$ cat src/rtl/xirq_pkg.sv
package xirq_pkg;

    localparam int REG_W    = 32;
    localparam int SRC_N    = 4;
    localparam int GIE_BIT  = 31;
    localparam int MODE_LSB = 3;

    typedef enum logic [1:0] {
        OUT_LVL_HI    = 2'b00,
        OUT_LVL_LO    = 2'b01,
        OUT_EDGE_FALL = 2'b10,
        OUT_EDGE_RISE = 2'b11
    } out_mode_e;

    localparam logic [7:0] OFS_EN  = 8'h08;
    localparam logic [7:0] OFS_VEC = 8'h0C;
    localparam logic [7:0] OFS_STS = 8'h10;
    localparam logic [7:0] OFS_CAP = 8'h14;

    // status / enable bit position of each event source (software decodes these)
    function automatic int src_pos(input int idx);
        case (idx)
            0:       return 0;   // data available
            1:       return 1;   // status valid
            2:       return 2;   // locality change
            default: return 7;   // command ready
        endcase
    endfunction

    function automatic logic [REG_W-1:0] src_mask();
        logic [REG_W-1:0] m;
        m = '0;
        for (int i = 0; i < SRC_N; i++) m[src_pos(i)] = 1'b1;
        return m;
    endfunction

endpackage

$ cat src/rtl/xirq_status.sv
module xirq_status #(
    parameter int            W    = 32,
    parameter logic [W-1:0]  IMPL = '1
) (
    input  logic         clk,
    input  logic         rst_n,
    input  logic [W-1:0] set_i,
    input  logic [W-1:0] clr_i,
    output logic [W-1:0] stat_o
);

    typedef struct packed {
        logic [W-1:0] stat;
    } st_t;

    st_t s_d, s_q;

    always_comb begin
        s_d      = s_q;
        // set wins over a same-cycle clear
        s_d.stat = ((s_q.stat & ~clr_i) | set_i) & IMPL;
    end

    always_ff @(posedge clk) begin
        if (!rst_n) s_q <= '0;
        else        s_q <= s_d;
    end

    assign stat_o = s_q.stat;

    p_set_sticks_r2: assert property (@(posedge clk) disable iff (!rst_n)
        ((set_i & IMPL) != '0) |=>
        ((stat_o & $past(set_i & IMPL)) == $past(set_i & IMPL)));

    p_w1c_r3: assert property (@(posedge clk) disable iff (!rst_n)
        ((clr_i & ~set_i & IMPL) != '0) |=>
        ((stat_o & $past(clr_i & ~set_i & IMPL)) == '0));

    p_hold_r3: assert property (@(posedge clk) disable iff (!rst_n)
        (set_i == '0 && clr_i == '0) |=> $stable(stat_o));

    p_race_keeps_r4: assert property (@(posedge clk) disable iff (!rst_n)
        ((set_i & clr_i & IMPL) != '0) |=>
        ((stat_o & $past(set_i & clr_i & IMPL)) == $past(set_i & clr_i & IMPL)));

endmodule

$ cat src/rtl/xirq_outgen.sv
module xirq_outgen
    import xirq_pkg::*;
#(
    parameter int W = 32
) (
    input  logic         clk,
    input  logic         rst_n,
    input  logic [W-1:0] pend_i,
    input  out_mode_e    mode_i,
    output logic         irq_o
);

    typedef struct packed {
        logic [W-1:0] prev;
    } og_t;

    og_t o_d, o_q;
    logic fresh;
    logic active;

    always_comb begin
        o_d      = o_q;
        o_d.prev = pend_i;
        fresh    = |(pend_i & ~o_q.prev);
        active   = |pend_i;
        case (mode_i)
            OUT_LVL_HI:    irq_o = active;
            OUT_LVL_LO:    irq_o = ~active;
            OUT_EDGE_RISE: irq_o = fresh;
            default:       irq_o = ~fresh;
        endcase
    end

    always_ff @(posedge clk) begin
        if (!rst_n) o_q <= '0;
        else        o_q <= o_d;
    end

    p_idle_low_r6: assert property (@(posedge clk) disable iff (!rst_n)
        (pend_i == '0 && mode_i == OUT_LVL_HI) |-> !irq_o);

    p_rise_quiet_r8: assert property (@(posedge clk) disable iff (!rst_n)
        (mode_i == OUT_EDGE_RISE && $stable(pend_i)) |-> !irq_o);

    p_fall_quiet_r9: assert property (@(posedge clk) disable iff (!rst_n)
        (mode_i == OUT_EDGE_FALL && $stable(pend_i)) |-> irq_o);

endmodule

$ cat src/rtl/xirq_ctrl.sv
module xirq_ctrl
    import xirq_pkg::*;
#(
    parameter int       ADDR_W       = 8,
    parameter int       VEC_W        = 8,
    parameter logic     STATIC_BURST = 1'b1
) (
    input  logic              clk,
    input  logic              rst_n,
    input  logic              reg_wr,
    input  logic [ADDR_W-1:0] reg_addr,
    input  logic [31:0]       reg_wdata,
    output logic [31:0]       reg_rdata,
    input  logic              ev_data_avail,
    input  logic              ev_sts_valid,
    input  logic              ev_loc_chg,
    input  logic              ev_cmd_rdy,
    output logic              irq_out
);

    localparam logic [REG_W-1:0]  SRC_MASK = src_mask();
    localparam logic [REG_W-1:0]  EN_IMPL  = SRC_MASK
                                           | (REG_W'(1) << GIE_BIT)
                                           | (REG_W'(3) << MODE_LSB);
    localparam logic [REG_W-1:0]  CAP_VAL  = SRC_MASK | REG_W'(32'h78)
                                           | (REG_W'(STATIC_BURST) << 8);
    localparam logic [ADDR_W-1:0] A_EN  = ADDR_W'(OFS_EN);
    localparam logic [ADDR_W-1:0] A_VEC = ADDR_W'(OFS_VEC);
    localparam logic [ADDR_W-1:0] A_STS = ADDR_W'(OFS_STS);
    localparam logic [ADDR_W-1:0] A_CAP = ADDR_W'(OFS_CAP);

    typedef struct packed {
        logic [REG_W-1:0] en;
        logic [VEC_W-1:0] vec;
    } cfg_t;

    cfg_t cfg_d, cfg_q;

    logic [SRC_N-1:0] ev_bus;
    logic [REG_W-1:0] set_vec;
    logic [REG_W-1:0] clr_vec;
    logic [REG_W-1:0] stat;
    logic [REG_W-1:0] pend;
    logic             gie;
    out_mode_e        mode;

    assign ev_bus = {ev_cmd_rdy, ev_loc_chg, ev_sts_valid, ev_data_avail};

    // route each source pulse to its status position
    for (genvar g = 0; g < REG_W; g++) begin : g_route
        always_comb begin
            set_vec[g] = 1'b0;
            for (int s = 0; s < SRC_N; s++)
                if (src_pos(s) == g) set_vec[g] = ev_bus[s];
        end
    end

    always_comb begin
        cfg_d   = cfg_q;
        clr_vec = '0;
        if (reg_wr) begin
            if (reg_addr == A_EN)  cfg_d.en  = reg_wdata & EN_IMPL;
            if (reg_addr == A_VEC) cfg_d.vec = reg_wdata[VEC_W-1:0];
            if (reg_addr == A_STS) clr_vec   = reg_wdata;
        end
    end

    always_ff @(posedge clk) begin
        if (!rst_n) cfg_q <= '0;
        else        cfg_q <= cfg_d;
    end

    xirq_status #(
        .W    (REG_W),
        .IMPL (SRC_MASK)
    ) u_status (
        .clk    (clk),
        .rst_n  (rst_n),
        .set_i  (set_vec),
        .clr_i  (clr_vec),
        .stat_o (stat)
    );

    assign gie  = cfg_q.en[GIE_BIT];
    assign mode = out_mode_e'(cfg_q.en[MODE_LSB +: 2]);
    assign pend = stat & cfg_q.en & SRC_MASK & {REG_W{gie}};

    xirq_outgen #(
        .W (REG_W)
    ) u_outgen (
        .clk    (clk),
        .rst_n  (rst_n),
        .pend_i (pend),
        .mode_i (mode),
        .irq_o  (irq_out)
    );

    always_comb begin
        case (reg_addr)
            A_EN:    reg_rdata = cfg_q.en;
            A_VEC:   reg_rdata = 32'(cfg_q.vec);
            A_STS:   reg_rdata = stat;
            A_CAP:   reg_rdata = CAP_VAL;
            default: reg_rdata = '0;
        endcase
    end

    p_gie_off_r5: assert property (@(posedge clk) disable iff (!rst_n)
        !gie |-> (irq_out == (mode == OUT_LVL_LO || mode == OUT_EDGE_FALL)));

    p_vec_hold_r10: assert property (@(posedge clk) disable iff (!rst_n)
        !(reg_wr && reg_addr == A_VEC) |=> $stable(cfg_q.vec));

endmodule

$ cat config.mk
export PLATFORM = sky130hd
export DESIGN_NAME = xirq_ctrl
export DESIGN_NICKNAME = d
export VERILOG_FILES = /design/src/rtl/xirq_pkg.sv /design/src/rtl/xirq_status.sv /design/src/rtl/xirq_outgen.sv /design/src/rtl/xirq_ctrl.sv
export SDC_FILE = /design/constraint.sdc
export NUM_CORES = 1
export LEC_CHECK = 0
export ABC_AREA = 1
export CAP_MARGIN = 20
export CORE_MARGIN = 10
export CORE_UTILIZATION = 33
export CTS_CLUSTER_DIAMETER = 100
export DETAILED_ROUTE_END_ITERATION = 8
export PLACE_DENSITY = 0.71
export SLEW_MARGIN = 20
export SYNTH_ARGS = -nofsm -noshare
export SYNTH_HDL_FRONTEND = slang
export SYNTH_SLANG_ARGS = --single-unit
export TNS_END_PERCENT = 1
$ cat constraint.sdc
create_clock -name clk -period 1.1 [get_ports clk]
set_input_delay 0.11 -clock clk [delete_from_list [all_inputs] [get_ports clk]]
set_output_delay 0.11 -clock clk [all_outputs]
set_load 0.1 [all_outputs]
# Word level (Yosys, flattened, before mapping)
# Cells that the tools add are included.
[word_totals]
reg_bits = 51
in_bits = 47
out_inout_bits = 33
[op_classes]
eq_ne = 6
n_mux = 4
bitwise = 9
n_reduce_logical = 5
[ops]
columns = ["cell", "count"]
rows = [
  ["case mux 32 bit (4 select lines)", 1],
  ["OR reduction 32 bit", 2],
  ["AND 32 bit", 1],
  ["AND 8 x 32 -> 32 bit", 1],
  ["inverter 32 bit", 1],
  ["AND 8 bit", 2],
  ["equality test 8 x 4 -> 1 bit (second input constant)", 2],
  ["equality test 8 x 5 -> 1 bit (second input constant)", 2],
  ["2-to-1 mux 8 bit", 2],
  ["inverter 8 bit", 1],
  ["bitwise OR 8 bit", 1],
  ["AND reduction 2 bit", 2],
  ["case mux 1 bit (3 select lines)", 1],
  ["equality test 2 x 1 -> 1 bit (second input constant)", 1],
  ["equality test 2 bit (second input constant)", 1],
  ["zero test 2 bit", 1],
  ["inverter 1 bit", 2],
]

# Depth between registers and ports, before layout
[logic_depth]
depth_word = 6
depth_mapped = 9
depth_no_buf = 8

# Modules after synthesis
# A second synthesis with hierarchy kept.
[unflattened]
cells_unflattened = 555
hier_area_um2 = 3164.3
[modules_own_cells]
columns = ["module", "instances", "cells_each", "area_each_um2"]
rows = [
  ["xirq_outgen", 1, 230, 1402.6],
  ["xirq_ctrl", 1, 275, 1398.8],
  ["xirq_status", 1, 50, 362.8],
]

# Worst setup path before layout
# Ideal clock, no wire load.
[synth_timing]
path_type = "input-to-output"
startpoint = "input reg_addr[0]"
endpoint = "output reg_rdata[4]"
arrival_time_ps = 1924
required_time_ps = 990
setup_slack_ps = -934
path_stages = 5
path_buffers = 0
path_cell_list = "inv_1 > nand3_1 > nor2_1 > nand2_2 > o211ai_1"
[synth_between]
elab_chain_len = 2
[synth_rtl]
columns = ["item", "line", "rtl"]
rows = [
  ["start: declaration", "xirq_ctrl.sv:11", "input logic [ADDR_W-1:0] reg_addr,"],
  ["equality test 8 x 5 -> 1 bit or equality test 8 x 4 -> 1 bit (tied branches)", "xirq_ctrl.sv:99", "case (reg_addr)"],
  ["case mux 32 bit (4 select lines) (*)", "xirq_ctrl.sv:99", ""],
  ["end: declaration", "xirq_ctrl.sv:13", "output logic [31:0] reg_rdata,"],
]
# Mark *: on every way between the ends. The rest lies on a longest branch, timed or not.

# Worst setup path after layout
[layout_timing]
startpoint = "register cfg_q[39] (netlist name)"
endpoint = "output irq_out"
[layout_between]
elab_chain_len = 5
[layout_rtl]
columns = ["item", "line", "rtl"]
rows = [
  ["start: declaration", "xirq_ctrl.sv:37", "cfg_t cfg_d, cfg_q;"],
  ["start signal: assignment", "xirq_ctrl.sv:70", "else cfg_q <= cfg_d;"],
  ["AND 8 x 32 -> 32 bit (*)", "xirq_ctrl.sv:86", "assign pend = stat & cfg_q.en & SRC_MASK & {REG_W{gie}};"],
  ["AND 32 bit", "xirq_outgen.sv:24", "fresh = |(pend_i & ~o_q.prev);"],
  ["OR reduction 32 bit", "xirq_outgen.sv:24", ""],
  ["inverter 1 bit", "xirq_outgen.sv:30", "default: irq_o = ~fresh;"],
  ["case mux 1 bit (3 select lines) (*)", "xirq_outgen.sv:26", "case (mode_i)"],
  ["end: declaration", "xirq_ctrl.sv:18", "output logic irq_out"],
]
# Marks and branches as above.

==> results.py <==
metrics = {
    "worst_hold_path": {
        "min_from": "ev_sts_valid",
        "min_delay_worst_endpoint": "u_status.stat_o[1]",
        "hp-class": "primary input to flop",
        "hold_path_depth": 3,
    },
    "layout": {
        "layout.nets": 327,
        "ff_latch_area_um2": 465.4,
        "mostFrequentLayoutCell": "nand2_1",
        "drive_above_1_share": 0.2975,
        "multi_input_area_um2": 859.6,
        "final_cell_mix": "nand2_1 (55), nor2_1 (39), conb_1 (22), dfxtp_1 (21), buf_4 (21)",
        "insertedDiodeCount": 0,
        "fill_cells": 393,
        "syn_to_final_growth_pct": 61.04,
        "final_area_um2": 2218,
    },
    "pwr": {
        "p_int_uw": 1234,
        "p_seq_frac": 0.431,
        "swShare": 0.3758,
        "power_frac_comb": 0.301,
        "p_switching_uw": 743.2,
        "total_power_uw": 1978,
        "power.density_nw_per_um2": 891.5,
        "vdd_drop_max_v": 0.0005336,
        "clkPwrFrac": 0.268,
        "p_leak_uw": 0.001059,
    },
    "sta": {
        "clock_skew_ps": 5.052,
        "setup_viol_count_final": 11,
        "worst_slack_ps": -380.3,
        "rsz0062_at_grt": "true",
        "period_needed_ps": 1480,
        "clock.fmax_mhz": 675.6,
        "drv_slew": 0,
        "final-hold-violation-count": 0,
        "fin_crit_sh": 1.346,
    },
    "yosys": {
        "yosys_warnings": 0,
        "syn-instance-count": 220,
        "yosysUniqueCellTypes": 18,
        "synth_top_area_frac": 0.3342,
        "ys_seq_area_frac": 0.3342,
        "postSynthAreaPerCell_um2": 6.262,
        "synth-seq-cells": 23,
        "netlist.top_cell.by_area": "dfxtp_1",
        "netlist_area_um2": 1378,
        "yosys-top-cells-area": "dfxtp_1 (33%), nand2_1 (16%), buf_4 (13%)",
    },
    "setup_path": {
        "critPathRequiredTime_ps": 990,
        "start_kind": "flop",
        "worstReg2RegEnd": "u_status.stat_o[7]",
        "r2r_slack_ps": 350,
        "arrival_ps": 1370,
        "r2r_cells": 3,
        "cp_max_fo": 5,
        "reg2reg_from": "u_status.stat_o[7]",
        "endpoint_kind": "output pin",
        "crit_type": "flop to output pin",
    },
    "clock_network": {
        "cts_tree": "built",
        "worst_skew_pair.late_latency_ps": 270,
        "clkTransAtPathRegs_ps": 80,
        "cts_htree_levels": 1,
        "cts.sinks": 23,
        "clockBufferDepth": 2,
        "clock_tree.root_cell": "clkbuf_8",
        "cts_buffers": 3,
    },
    "detailed_routing": {
        "avgRoutedWirePerCell_um": 12.17,
        "drc": 0,
        "drtPass1Iterations": 4,
        "drt-initial-drc-count": 59,
        "postRouteWirelength_um": 4003,
        "vias": 1394,
        "ant_nets": 0,
        "viasPerCell": 4.237,
    },
    "grt": {
        "grt_overflow": 0,
        "grt_pass1_wl_um": 6568,
        "grt_pass1_vias": 1356,
        "grtUsageTotal": 0.1106,
        "grt_max_degree": 17,
        "antenna_found_initial": 0,
    },
    "place": {
        "routabilityCongestion": 0.8067,
        "hpwl_um": 3038,
        "postPlaceCellArea_um2": 1997,
        "pre_cts_slack_ps": -671.1,
        "numPortBuffers": 34,
    },
    "die": {
        "fp.dieH_um": 84.61,
        "rows": 23,
        "fp.dieW_um": 84.61,
        "io_pins": 80,
        "core_area_um2": 4029,
        "die-area_um2": 7159,
        "initial_core_util": 0.3419,
    },
    "outcome": {
        "violations": "negative setup slack",
        "status": "finished, violations left",
    },
    "flow_run": {
        "cap_viol_max_count": 0,
    },
}
[final cells by class]
class	count	share of cell area
clock inverter	1	0.002256
inverter	27	0.05471
tap	50	0.02820
multi-input combinational	166	0.3875
sequential	23	0.2098
timing repair buffer	59	0.2989
clock buffer	3	0.01861
[stage by stage]
step | utilization | hold slack [ps] | setup TNS, ps | cells
5_1_grt | 0.5506 | 409.7 | -2987 | 329
2_1_floorplan | - | 244.0 | -5702 | 241
3_5_place_dp | 0.4957 | 475.4 | -14880 | 320
3_3_place_gp | 0.4957 | 464.0 | -14520 | 320
4_1_cts | 0.5379 | 395.3 | -2460 | 329
6_report | 0.5506 | 399.6 | -2308 | 329
[timing repair]
action                                  CTS  global route
pin swaps                                13            11
buffers inserted                          4             0
gates resized for setup                  45            15
hold buffers                              0             0
cloned                                    1             0
endpoints found under the setup margin   30            19
[registers in the layout (all words and copies together) (netlist names)]
| name | count |
|---|---|
| cfg_q | 15 |
| u_outgen.o_q | 4 |
| u_status.stat_o | 4 |
[critical path, stage by stage, from the launching register on]
cell	delay (ps)
dfxtp_4	400
nand3_2	120
nor2_2	110
nor2_2	50
nand3_1	80
nand4_1	140
buf_12	200
[power groups by stage]
stage	Clock, uW	Combinational, uW	Sequential, uW
floorplan	0	474	870
CTS	538	584	852
global route	580	623	854
finish	530	595	852
detailed placement	0	567	870
global placement	0	566	871
[worst max-delay path by stage]
stage                startpoint            to  slack (ps)  cells after the start
CTS                   cfg_q[39]       irq_out        -430                      7
floorplan           reg_addr[0]  reg_rdata[4]        -910                      5
finish                cfg_q[39]       irq_out        -380                      6
global placement    reg_addr[0]  reg_rdata[4]        -650                      9
detailed placement  reg_addr[0]  reg_rdata[7]        -670                      9
global route          cfg_q[39]       irq_out        -470                      6
[synthesized netlist by cell type]
cell / n
conb_1: 1
clkbuf_1: 2
nand3_1: 14
nor2_4: 2
nand3b_1: 4
nor2_1: 48
nand4_1: 5
nand2_1: 60
nor3_2: 1
nor2_2: 1
dfxtp_1: 23
a21oi_1: 4
nand2_2: 1
nand3_2: 1
o21ai_0: 1
o211ai_1: 1
inv_1: 27
buf_4: 24
[cell families (layout without fill, tap and decap cells)]
kind of cell | count (synthesis) | after routing | synth area share
DFF | 23 | 23 | 0.3342
buffers and inverters | 53 | 90 | 0.2098
and+or+nand+nor | 137 | 138 | 0.4296
other | 1 | 22 | 0.002722
AOI/OAI and AO/OA | 6 | 6 | 0.02361
[layer usage]
metal	part of all wire	global-route usage	vias to the layer above	routed length (um)
met1	0.46	0.1306	599	1848
met2	0.46	0.1826	45	1856
li1	-	-	743	-
met3	0.061	0.03768	7	246
met5	0	0	-	0
met4	0.013	0.03593	0	51
Power figures use the tool's default switching activity.
